**src/rtl/xfer_track_pkg.sv**
```systemverilog
package xfer_track_pkg;

    localparam int BYTE_W   = 8;
    localparam int REG_AW   = 4;
    localparam int N_FLAGS  = 2;

    localparam int OFS_CNT  = 0;
    localparam int OFS_ADR  = 4;
    localparam int OFS_STAT = 8;
    localparam int OFS_IEN  = 9;
    localparam int OFS_CTL  = 10;

    localparam int FLAG_DONE = 0;
    localparam int FLAG_WRAP = 1;

    typedef struct packed {
        logic [REG_AW-1:0] addr;
        logic              wr;
        logic [BYTE_W-1:0] wdata;
    } reg_req_t;

    function automatic logic ofs_match(input logic [REG_AW-1:0] a, input int ofs);
        return a == REG_AW'(ofs);
    endfunction

endpackage

```
**src/rtl/xfer_byte_counter.sv**
```systemverilog
module xfer_byte_counter
    import xfer_track_pkg::*;
#(
    parameter int W    = 24,
    parameter bit DOWN = 1'b1
) (
    input  logic              clk,
    input  logic              rst,
    input  logic [W/8-1:0]    lane_we,
    input  logic [BYTE_W-1:0] wdata,
    input  logic              clr,
    input  logic              step,
    output logic [W-1:0]      q,
    output logic              hit_zero,
    output logic              wrapped
);
    localparam int LANES = W / 8;

    logic [W-1:0] nxt;
    logic         step_taken;

    assign step_taken = step && !clr && !(|lane_we);

    always_comb begin
        nxt = q;
        if (clr) begin
            nxt = '0;
        end else if (|lane_we) begin
            for (int g = 0; g < LANES; g++) begin
                if (lane_we[g]) nxt[8*g +: 8] = wdata;
            end
        end else if (step) begin
            if (DOWN) nxt = q - W'(1);
            else      nxt = q + W'(1);
        end
    end

    always_ff @(posedge clk) begin
        if (rst) q <= '0;
        else     q <= nxt;
    end

    assign hit_zero = step_taken && DOWN && (q == W'(1));
    assign wrapped  = step_taken && (DOWN ? (q == '0) : (&q));

endmodule

```
**src/rtl/xfer_status.sv**
```systemverilog
module xfer_status
    import xfer_track_pkg::*;
#(
    parameter int NF = N_FLAGS
) (
    input  logic          clk,
    input  logic          rst,
    input  logic [NF-1:0] set_vec,
    input  logic          clr_we,
    input  logic          en_we,
    input  logic [NF-1:0] wbits,
    output logic [NF-1:0] stat,
    output logic [NF-1:0] en,
    output logic          irq
);
    logic [NF-1:0] clr_mask;

    assign clr_mask = clr_we ? wbits : '0;

    always_ff @(posedge clk) begin
        if (rst) begin
            stat <= '0;
            en   <= '0;
            irq  <= 1'b0;
        end else begin
            stat <= (stat & ~clr_mask) | set_vec;
            if (en_we) en <= wbits;
            irq  <= |(stat & en);
        end
    end

endmodule

```
**src/rtl/xfer_track.sv**
```systemverilog
module xfer_track
    import xfer_track_pkg::*;
#(
    parameter int CNT_W = 24,
    parameter int ADR_W = 32
) (
    input  logic              clk,
    input  logic              rst,
    input  logic [REG_AW-1:0] reg_addr,
    input  logic              reg_wr,
    input  logic [BYTE_W-1:0] reg_wdata,
    output logic [BYTE_W-1:0] reg_rdata,
    input  logic              xfer_commit,
    output logic              irq
);
    localparam int CNT_LANES = CNT_W / 8;
    localparam int ADR_LANES = ADR_W / 8;

    reg_req_t               req;
    logic [CNT_LANES-1:0]   cnt_we;
    logic [ADR_LANES-1:0]   adr_we;
    logic [CNT_W-1:0]       cnt_q;
    logic [ADR_W-1:0]       adr_q;
    logic [N_FLAGS-1:0]     stat_q;
    logic [N_FLAGS-1:0]     en_q;
    logic [N_FLAGS-1:0]     set_vec;
    logic                   cnt_clr;
    logic                   cnt_zero;
    logic                   cnt_wrap;
    logic                   adr_zero_unused;
    logic                   adr_wrap_unused;

    assign req = '{addr: reg_addr, wr: reg_wr, wdata: reg_wdata};

    for (genvar g = 0; g < CNT_LANES; g++) begin : g_cnt_dec
        assign cnt_we[g] = req.wr && ofs_match(req.addr, OFS_CNT + g);
    end
    for (genvar g = 0; g < ADR_LANES; g++) begin : g_adr_dec
        assign adr_we[g] = req.wr && ofs_match(req.addr, OFS_ADR + g);
    end

    assign cnt_clr = req.wr && ofs_match(req.addr, OFS_CTL) && req.wdata[0];

    xfer_byte_counter #(.W(CNT_W), .DOWN(1'b1)) u_cnt (
        .clk      (clk),
        .rst      (rst),
        .lane_we  (cnt_we),
        .wdata    (req.wdata),
        .clr      (cnt_clr),
        .step     (xfer_commit),
        .q        (cnt_q),
        .hit_zero (cnt_zero),
        .wrapped  (cnt_wrap)
    );

    xfer_byte_counter #(.W(ADR_W), .DOWN(1'b0)) u_adr (
        .clk      (clk),
        .rst      (rst),
        .lane_we  (adr_we),
        .wdata    (req.wdata),
        .clr      (1'b0),
        .step     (xfer_commit),
        .q        (adr_q),
        .hit_zero (adr_zero_unused),
        .wrapped  (adr_wrap_unused)
    );

    always_comb begin
        set_vec            = '0;
        set_vec[FLAG_DONE] = cnt_zero;
        set_vec[FLAG_WRAP] = cnt_wrap;
    end

    xfer_status #(.NF(N_FLAGS)) u_stat (
        .clk     (clk),
        .rst     (rst),
        .set_vec (set_vec),
        .clr_we  (req.wr && ofs_match(req.addr, OFS_STAT)),
        .en_we   (req.wr && ofs_match(req.addr, OFS_IEN)),
        .wbits   (req.wdata[N_FLAGS-1:0]),
        .stat    (stat_q),
        .en      (en_q),
        .irq     (irq)
    );

    always_comb begin
        reg_rdata = '0;
        for (int g = 0; g < CNT_LANES; g++) begin
            if (ofs_match(req.addr, OFS_CNT + g)) reg_rdata = cnt_q[8*g +: 8];
        end
        for (int g = 0; g < ADR_LANES; g++) begin
            if (ofs_match(req.addr, OFS_ADR + g)) reg_rdata = adr_q[8*g +: 8];
        end
        if (ofs_match(req.addr, OFS_STAT)) reg_rdata = BYTE_W'(stat_q);
        if (ofs_match(req.addr, OFS_IEN))  reg_rdata = BYTE_W'(en_q);
    end

endmodule

```
**config.mk**
```make
export PLATFORM = sky130hd
export DESIGN_NAME = xfer_track
export DESIGN_NICKNAME = d
export VERILOG_FILES = /design/src/rtl/xfer_track_pkg.sv /design/src/rtl/xfer_byte_counter.sv /design/src/rtl/xfer_status.sv /design/src/rtl/xfer_track.sv
export SDC_FILE = /design/constraint.sdc
export NUM_CORES = 1
export LEC_CHECK = 0
export CAP_MARGIN = 20
export CORE_MARGIN = 1.5
export CORE_UTILIZATION = 35
export DETAILED_ROUTE_END_ITERATION = 10
export DONT_BUFFER_PORTS = 1
export SYNTH_ARGS = -nofsm -noshare
export SYNTH_HDL_FRONTEND = slang
export SYNTH_SLANG_ARGS = --single-unit
export TNS_END_PERCENT = 5
```
**constraint.sdc**
```tcl
create_clock -name clk -period 2.05 [get_ports clk]
set_input_delay 0.1025 -clock clk [delete_from_list [all_inputs] [get_ports clk]]
set_output_delay 0.1025 -clock clk [all_outputs]
set_load 0.01 [all_outputs]
```
==> reports/metrics.cfg, run 1 <==
[synthesis]
synth_ff_type = dfxtp_1
syn_inst = 614
synth_top_area_frac = 0.271
synth_xor_area_frac = 0
synth_mux_area_frac = 0.0747
yosysSeqAreaShare = 0.271
yosys.area_share.adder = 0.0111
synth-edff-count = 0
syn_avg_cell_area_um2 = 7.34
yosysUniqueCellTypes = 68
ys_ff_latch = 61
synth_top_family_by_area = compound AO/OA/AOI/OAI gates
synth.most_common_cell = o21ai_0
async_flop_share = 0
yosys_warnings = 0
synth_compound_area_frac = 0.300
syn_area_um2 = 4510
synth_top_cell_by_area = dfxtp_1
yosys.area_share.simple = 0.293
synth_commonest_cells = o21ai_0, nand2_1, a21oi_1, dfxtp_1, nor2_1
synthTopCellsByArea = dfxtp_1, o21ai_0, a21oi_1, nand2_1, nor2_1
syn-num-nets = 634

[clocking]
cts.sinks = 61
tritoncts = built
post_cts_buffers = 0
htreeDepth = 3
cts_buffers = 9
cts-root-buf = clkbuf_16
cts_buffer_depth = 2
clk-insertion-delay-late_ps = 340
clkTransAtPathRegs_ps = 50

[grt]
grtUsageTotal = 0.260
grt_pass1_wl_um = 26800
antenna_found_initial = 0
grt_overflow = 0
grt_max_degree = 34
grt_pass1_vias = 4708

[timing]
setup_viol = 0
period_share = 0.949
slew_headroom = 0.559
period_needed_ps = 1940
layout_setup_ws_ps = 106
finClkSkew_ps = 5.04
rsz0062_at_grt = false
worstMarginPinSlew_ps = 659
hold_viol_final = 1
holdWs_ps = -0.792
maxSlewViolCount = 0
fin_tns_setup_ps = 0
max_freq_ghz = 0.514

[power_and_ir_drop]
vdd_drop_max_mv = 0.376
p_leak_nw = 1.88
power_per_cell_area_nw_per_um2 = 749

[floorplan]
row_count = 41
dieArea_um2 = 13600
pin_count = 25
die_w_um = 116
start_util = 0.358
core-area_um2 = 12600
die_y_um = 116

[outcome]
status = finished with violations
violations = hold timing

[route]
first_iter_violations = 811
drtPass1Iterations = 6
via_per_inst = 6.44
wirelength_um = 17200
wl_per_cell_um = 21.1
ant_nets = 0
drc = 0
route.vias.total = 5245

[placement]
dp_slack_ps = 99.0
dp_hpwl_um = 12400
port_buffers = 0
place_congestion = 0.965
place_area_um2 = 4920

[worst_hold_path]
holdCritPathClass = in -> reg

[worst_setup_path]
critical_path_class = reg -> reg
crit_arrival_ps = 2190
start_kind = flip-flop
r2r_setup_slack_ps = 110
crit_fanout = 6
worstPathRequired_ps = 2300
cp-end-kind = flip-flop

[final_layout]
n_antenna_cell = 0
area_growth_pct = 17.2
nFillCells = 1264
drive_gt1_frac = 0.157
design_area_um2 = 5280
layout.nets = 658

[run]
cap_violations = 0

## per-stage QoR
| step | hold WS (ps) | instances | total power [W] | utilization |
|---|---|---|---|---|
| global route | 30.6 | 814 | 0.00412 | 0.420 |
| floorplan | 250 | 614 | 0.00214 | - |
| global placement | 180 | 795 | 0.00243 | 0.392 |
| CTS | 3.41 | 814 | 0.00392 | 0.418 |
| detailed placement | 180 | 795 | 0.00245 | 0.392 |
| finish | -0.792 | 814 | 0.00395 | 0.420 |
## area by class of cell
cell class              instances  area [um^2]  share of cell area
flip-flops and latches         61         1220               0.232
inverters                      11         41.3             0.00782
clock inverters                 1         5.00            0.000948
repair buffers                 55          433              0.0820
multi-input cells             500         3090               0.585
clock buffers                  14          274              0.0519
well taps                     172          215              0.0408
## where the power goes
group,leakage (nW),internal (W),switching [W],total [W]
sequential,0.497,0.00128,0.000122,0.00140
clock,0.139,0.000909,0.000548,0.00146
combinational,1.25,0.000482,0.000614,0.00110
total,1.88,0.00267,0.00128,0.00395
## layout by cell type (no fill, tap or decap), drive strengths merged, types with 4 or more instances in the layout
| cell type | netlist | routed |
|---|---|---|
| a22oi | 5 | 5 |
| inv | 10 | 10 |
| o22ai | 11 | 11 |
| or3 | 6 | 6 |
| mux2i | 19 | 19 |
| nor4 | 5 | 5 |
| and3 | 16 | 16 |
| dfxtp | 61 | 61 |
| mux2 | 9 | 9 |
| nor3 | 18 | 18 |
| nor3b | 6 | 6 |
| nor4b | 4 | 4 |
| a211oi | 13 | 13 |
| a31oi | 7 | 7 |
| buf | 18 | 52 |
| o21ai | 68 | 68 |
| and2 | 4 | 4 |
| a32o | 7 | 7 |
| and4 | 7 | 7 |
| o31ai | 5 | 5 |
| a311oi | 4 | 4 |
| o221ai | 6 | 6 |
| a21oi | 61 | 61 |
| nand3 | 26 | 26 |
| nand2 | 65 | 65 |
| nand4 | 15 | 15 |
| nor2 | 61 | 61 |
| clkbuf | 24 | 14 |
| ha | 4 | 4 |
## registers in the layout (all words and copies together), names as in the netlist
signal and flops:
u_stat.stat 2, u_stat.en 2, u_stat.irq 1, u_adr.q 32
u_cnt.q 24
## worst paths after layout
check | startpoint | end | depth (start not counted)
hold reg to reg | u_stat.stat[0]$_SDFF_PP0_ | u_stat.stat[0]$_SDFF_PP0_ | 2
hold / removal | reg_wdata[1] | u_adr.q[1]$_SDFFE_PP0P_ | 2
setup reg to reg | u_adr.q[11]$_SDFFE_PP0P_ | u_adr.q[26]$_SDFFE_PP0P_ | 6
setup / recovery | u_adr.q[11]$_SDFFE_PP0P_ | u_adr.q[26]$_SDFFE_PP0P_ | 6
## what timing repair did
item	4_1_cts	5_1_grt
resized for setup	0	5
endpoints found under the setup margin	0	6
hold buffers	4	0
endpoints found under the hold margin	32	0
## worst max-delay path: stages (launching register included)
cell and delay, ps:
dfxtp_1 450, nand4_1 270, nor4_2 390, buf_4 210, and3_1 200, a311oi_1 120
a211oi_1 210
## layer usage
metal,track usage,part of all wire,vias up
met5,0,0,-
li1,-,-,2388
met1,0.377,0.44,2486
met4,0.105,0.033,0
met2,0.380,0.43,318
met3,0.0477,0.10,53
## logic make-up after synthesis
kind of cell / count (synthesis)
AND/OR/NAND/NOR: 249
multiplexers: 30
flip-flops: 61
AO/OA/AOI/OAI: 217
adder cells (fa/ha/maj): 4
buffers and inverters: 53
(Power assumes the default switching activity.)
==> run 2: changes to the inputs <==
--- a/config.mk
+++ b/config.mk
@@ -11,4 +11,5 @@
 export DETAILED_ROUTE_END_ITERATION = 10
 export DONT_BUFFER_PORTS = 1
+export PLACE_DENSITY = 0.56
 export SYNTH_ARGS = -nofsm -noshare
 export SYNTH_HDL_FRONTEND = slang
==> constraint.sdc (replaced) <==
create_clock -name clk -period 2.05 [get_ports clk]
set_input_delay 0.1025 -clock clk [delete_from_list [all_inputs] [get_ports clk]]
set_output_delay 0.1025 -clock clk [all_outputs]
set_load 0.1 [all_outputs]
==> reports/metrics.cfg, run 2 (synthesis gave the netlist of run 1 again) <==
[power_and_ir_drop]
p_leak_nw = 1.92  ; +2.2%
combPwrFrac = 0.292  ; +0.015
intPower_w = 0.00265  ; -0.66%
power_per_cell_area_nw_per_um2 = 744  ; -0.71%
power.switching_w = 0.00133  ; +4.0%
p_seq_frac = 0.352  ; -0.002
finalPower_w = 0.00399  ; +0.85%
clock_power_share = 0.356  ; -0.012
switching_share = 0.335  ; +0.0101
vdd_drop_max_mv = 0.308  ; -18%

[outcome]
status = finished clean

[floorplan]
row_count = 41  ; unchanged
start_util = 0.358  ; unchanged
die_y_um = 116  ; unchanged
die_w_um = 116  ; unchanged
core-area_um2 = 12600  ; unchanged
dieArea_um2 = 13600  ; unchanged
pin_count = 25  ; unchanged

[worst_setup_path]
crit_path_cell_trace = or4_4, or3_4, nor4_4, nand3_1, a21oi_2
worstPathRequired_ps = 2320  ; +20 ps
slowest_delay_ps = 510  ; +60 ps
critical_path_class = reg -> reg
start_kind = flip-flop
crit_arrival_ps = 2200  ; about the same
crit_family = simple AND/OR/NAND/NOR gates
crit_buf_inv = 0  ; -1
cpMaxStageDelayCell = or4_4
crit_fanout = 6  ; unchanged
cp-end-kind = flip-flop
r2r_setup_slack_ps = 120  ; +20 ps

[route]
ant_nets = 0  ; unchanged
route.vias.total = 5140  ; -2.0%
drc = 0  ; unchanged
wl_per_cell_um = 20.8  ; -1.7%
wirelength_um = 17000  ; -0.81%
first_iter_violations = 493  ; -39%
drtPass1Iterations = 5  ; -1
via_per_inst = 6.26  ; -2.8%

[final_layout]
layout_common_cells = o21ai_0, nand2_1, nor2_1
final_util = 0.427  ; +0.00657
drive_gt1_frac = 0.174  ; +0.0171
largest-register = u_adr.q
final_common_cell = o21ai_0
design_area_um2 = 5360  ; +1.6%
largest_reg_flops = 32  ; unchanged
layout.nets = 663  ; +0.76%
top_regs = u_adr.q x32, u_cnt.q x24
area_growth_pct = 19.0

[grt]
grt_overflow = 0  ; unchanged
grtUsageTotal = 0.259  ; -0.000958
grt_pass1_wl_um = 26600  ; -0.98%
antenna_found_initial = 0  ; unchanged
grt_max_degree = 33  ; -2.9%
grt_pass1_vias = 4608  ; -2.1%

[worst_hold_path]
holdCritPathClass = in -> reg

[timing]
period_share = 0.941  ; -0.00795
worstMarginPinSlew_ps = 621  ; -38.0 ps
period_needed_ps = 1930  ; -16.3 ps
finClkSkew_ps = 2.61  ; -2.43 ps
holdWs_ps = 14.3  ; +15.0 ps
fin_tns_setup_ps = 0  ; unchanged
slew_headroom = 0.586  ; +0.0270
maxSlewViolCount = 0  ; unchanged
rsz0062_at_grt = true
max_freq_ghz = 0.519  ; +0.85%
hold_viol_final = 0  ; -1
setup_viol = 0  ; unchanged

[run]
cap_violations = 0  ; unchanged

[clocking]
tritoncts = built
cts-root-buf = clkbuf_16
cts_buffers = 9  ; unchanged
cts.sinks = 61  ; unchanged
cts_buffer_depth = 2  ; unchanged
htreeDepth = 3  ; unchanged
clkTransAtPathRegs_ps = 50  ; about the same
clk-insertion-delay-late_ps = 330  ; about the same
post_cts_buffers = 0  ; unchanged

[placement]
port_buffers = 0  ; unchanged
dp_hpwl_um = 12200  ; -2.1%
place_congestion = 1.04  ; +7.5%
place_area_um2 = 4990  ; +1.3%

run 2: cell count changes in the layout (fill, tap and decap cells not counted), moves of 2 or more:
cell,previous run,this run
clkbuf_1,2,4
buf_4,51,55
a21oi_1,61,54
a21oi_2,0,7
o22ai_1,11,9
o22ai_2,0,2
run 2: routing by layer:
layer  vias up  GRT usage  wire [um]
li1       2399          -          -
met5         -          0          0
met3        36     0.0550       1760
met1      2403      0.385       7610
met4         0     0.0927        543
met2       302      0.367       7130
run 2: per-stage QoR:
step	setup slack (ps)	cells
finish	122	821
global route	-50.8	820
CTS	55.7	820
detailed placement	85.6	799
global placement	99.3	799
floorplan	-545	614
run 2: worst reg2reg max path, delay by kind of cell (launching register included):
family / cells / cell delay, ps
DFF: 1 / 370
and+or+nand+nor: 4 / 1350
AOI/OAI and AO/OA: 1 / 150
run 2: final cells by class:
class                      instances  area (um^2)
timing repair buffer              60          473
clock buffer                      15          268
multi-input combinational        500         3130
inverter                          11         41.3
fill                            1271         7210
clock inverter                     1         5.00
sequential                        61         1220
tap                              172          215
antenna                            1         2.50
run 2: final timing paths:
check                                          startpoint                   endpoint  cells after the start
worst min-delay path                          xfer_commit   u_adr.q[21]$_SDFFE_PP0P_                      3
worst min register to register  u_stat.stat[0]$_SDFF_PP0_  u_stat.stat[0]$_SDFF_PP0_                      2
worst max register to register   u_cnt.q[19]$_SDFFE_PP0P_  u_stat.stat[1]$_SDFF_PP0_                      5
worst max-delay path             u_cnt.q[19]$_SDFFE_PP0P_  u_stat.stat[1]$_SDFF_PP0_                      5
run 2: repair_timing:
| action | CTS | global route |
|---|---|---|
| hold buffers | 5 | 0 |
| resized for setup | 0 | 7 |
| endpoints found under the hold margin | 32 | 0 |
| setup endpoints to repair | 0 | 7 |
run 2: power by group through the flow:
stage / Sequential [W] / Combinational [W] / Clock [W]
2_1_floorplan: 0.00139 / 0.000813 / 0
3_3_place_gp: 0.00141 / 0.00111 / 0
3_5_place_dp: 0.00142 / 0.00110 / 0
4_1_cts: 0.00139 / 0.00114 / 0.00144
5_1_grt: 0.00141 / 0.00127 / 0.00151
6_report: 0.00140 / 0.00117 / 0.00142
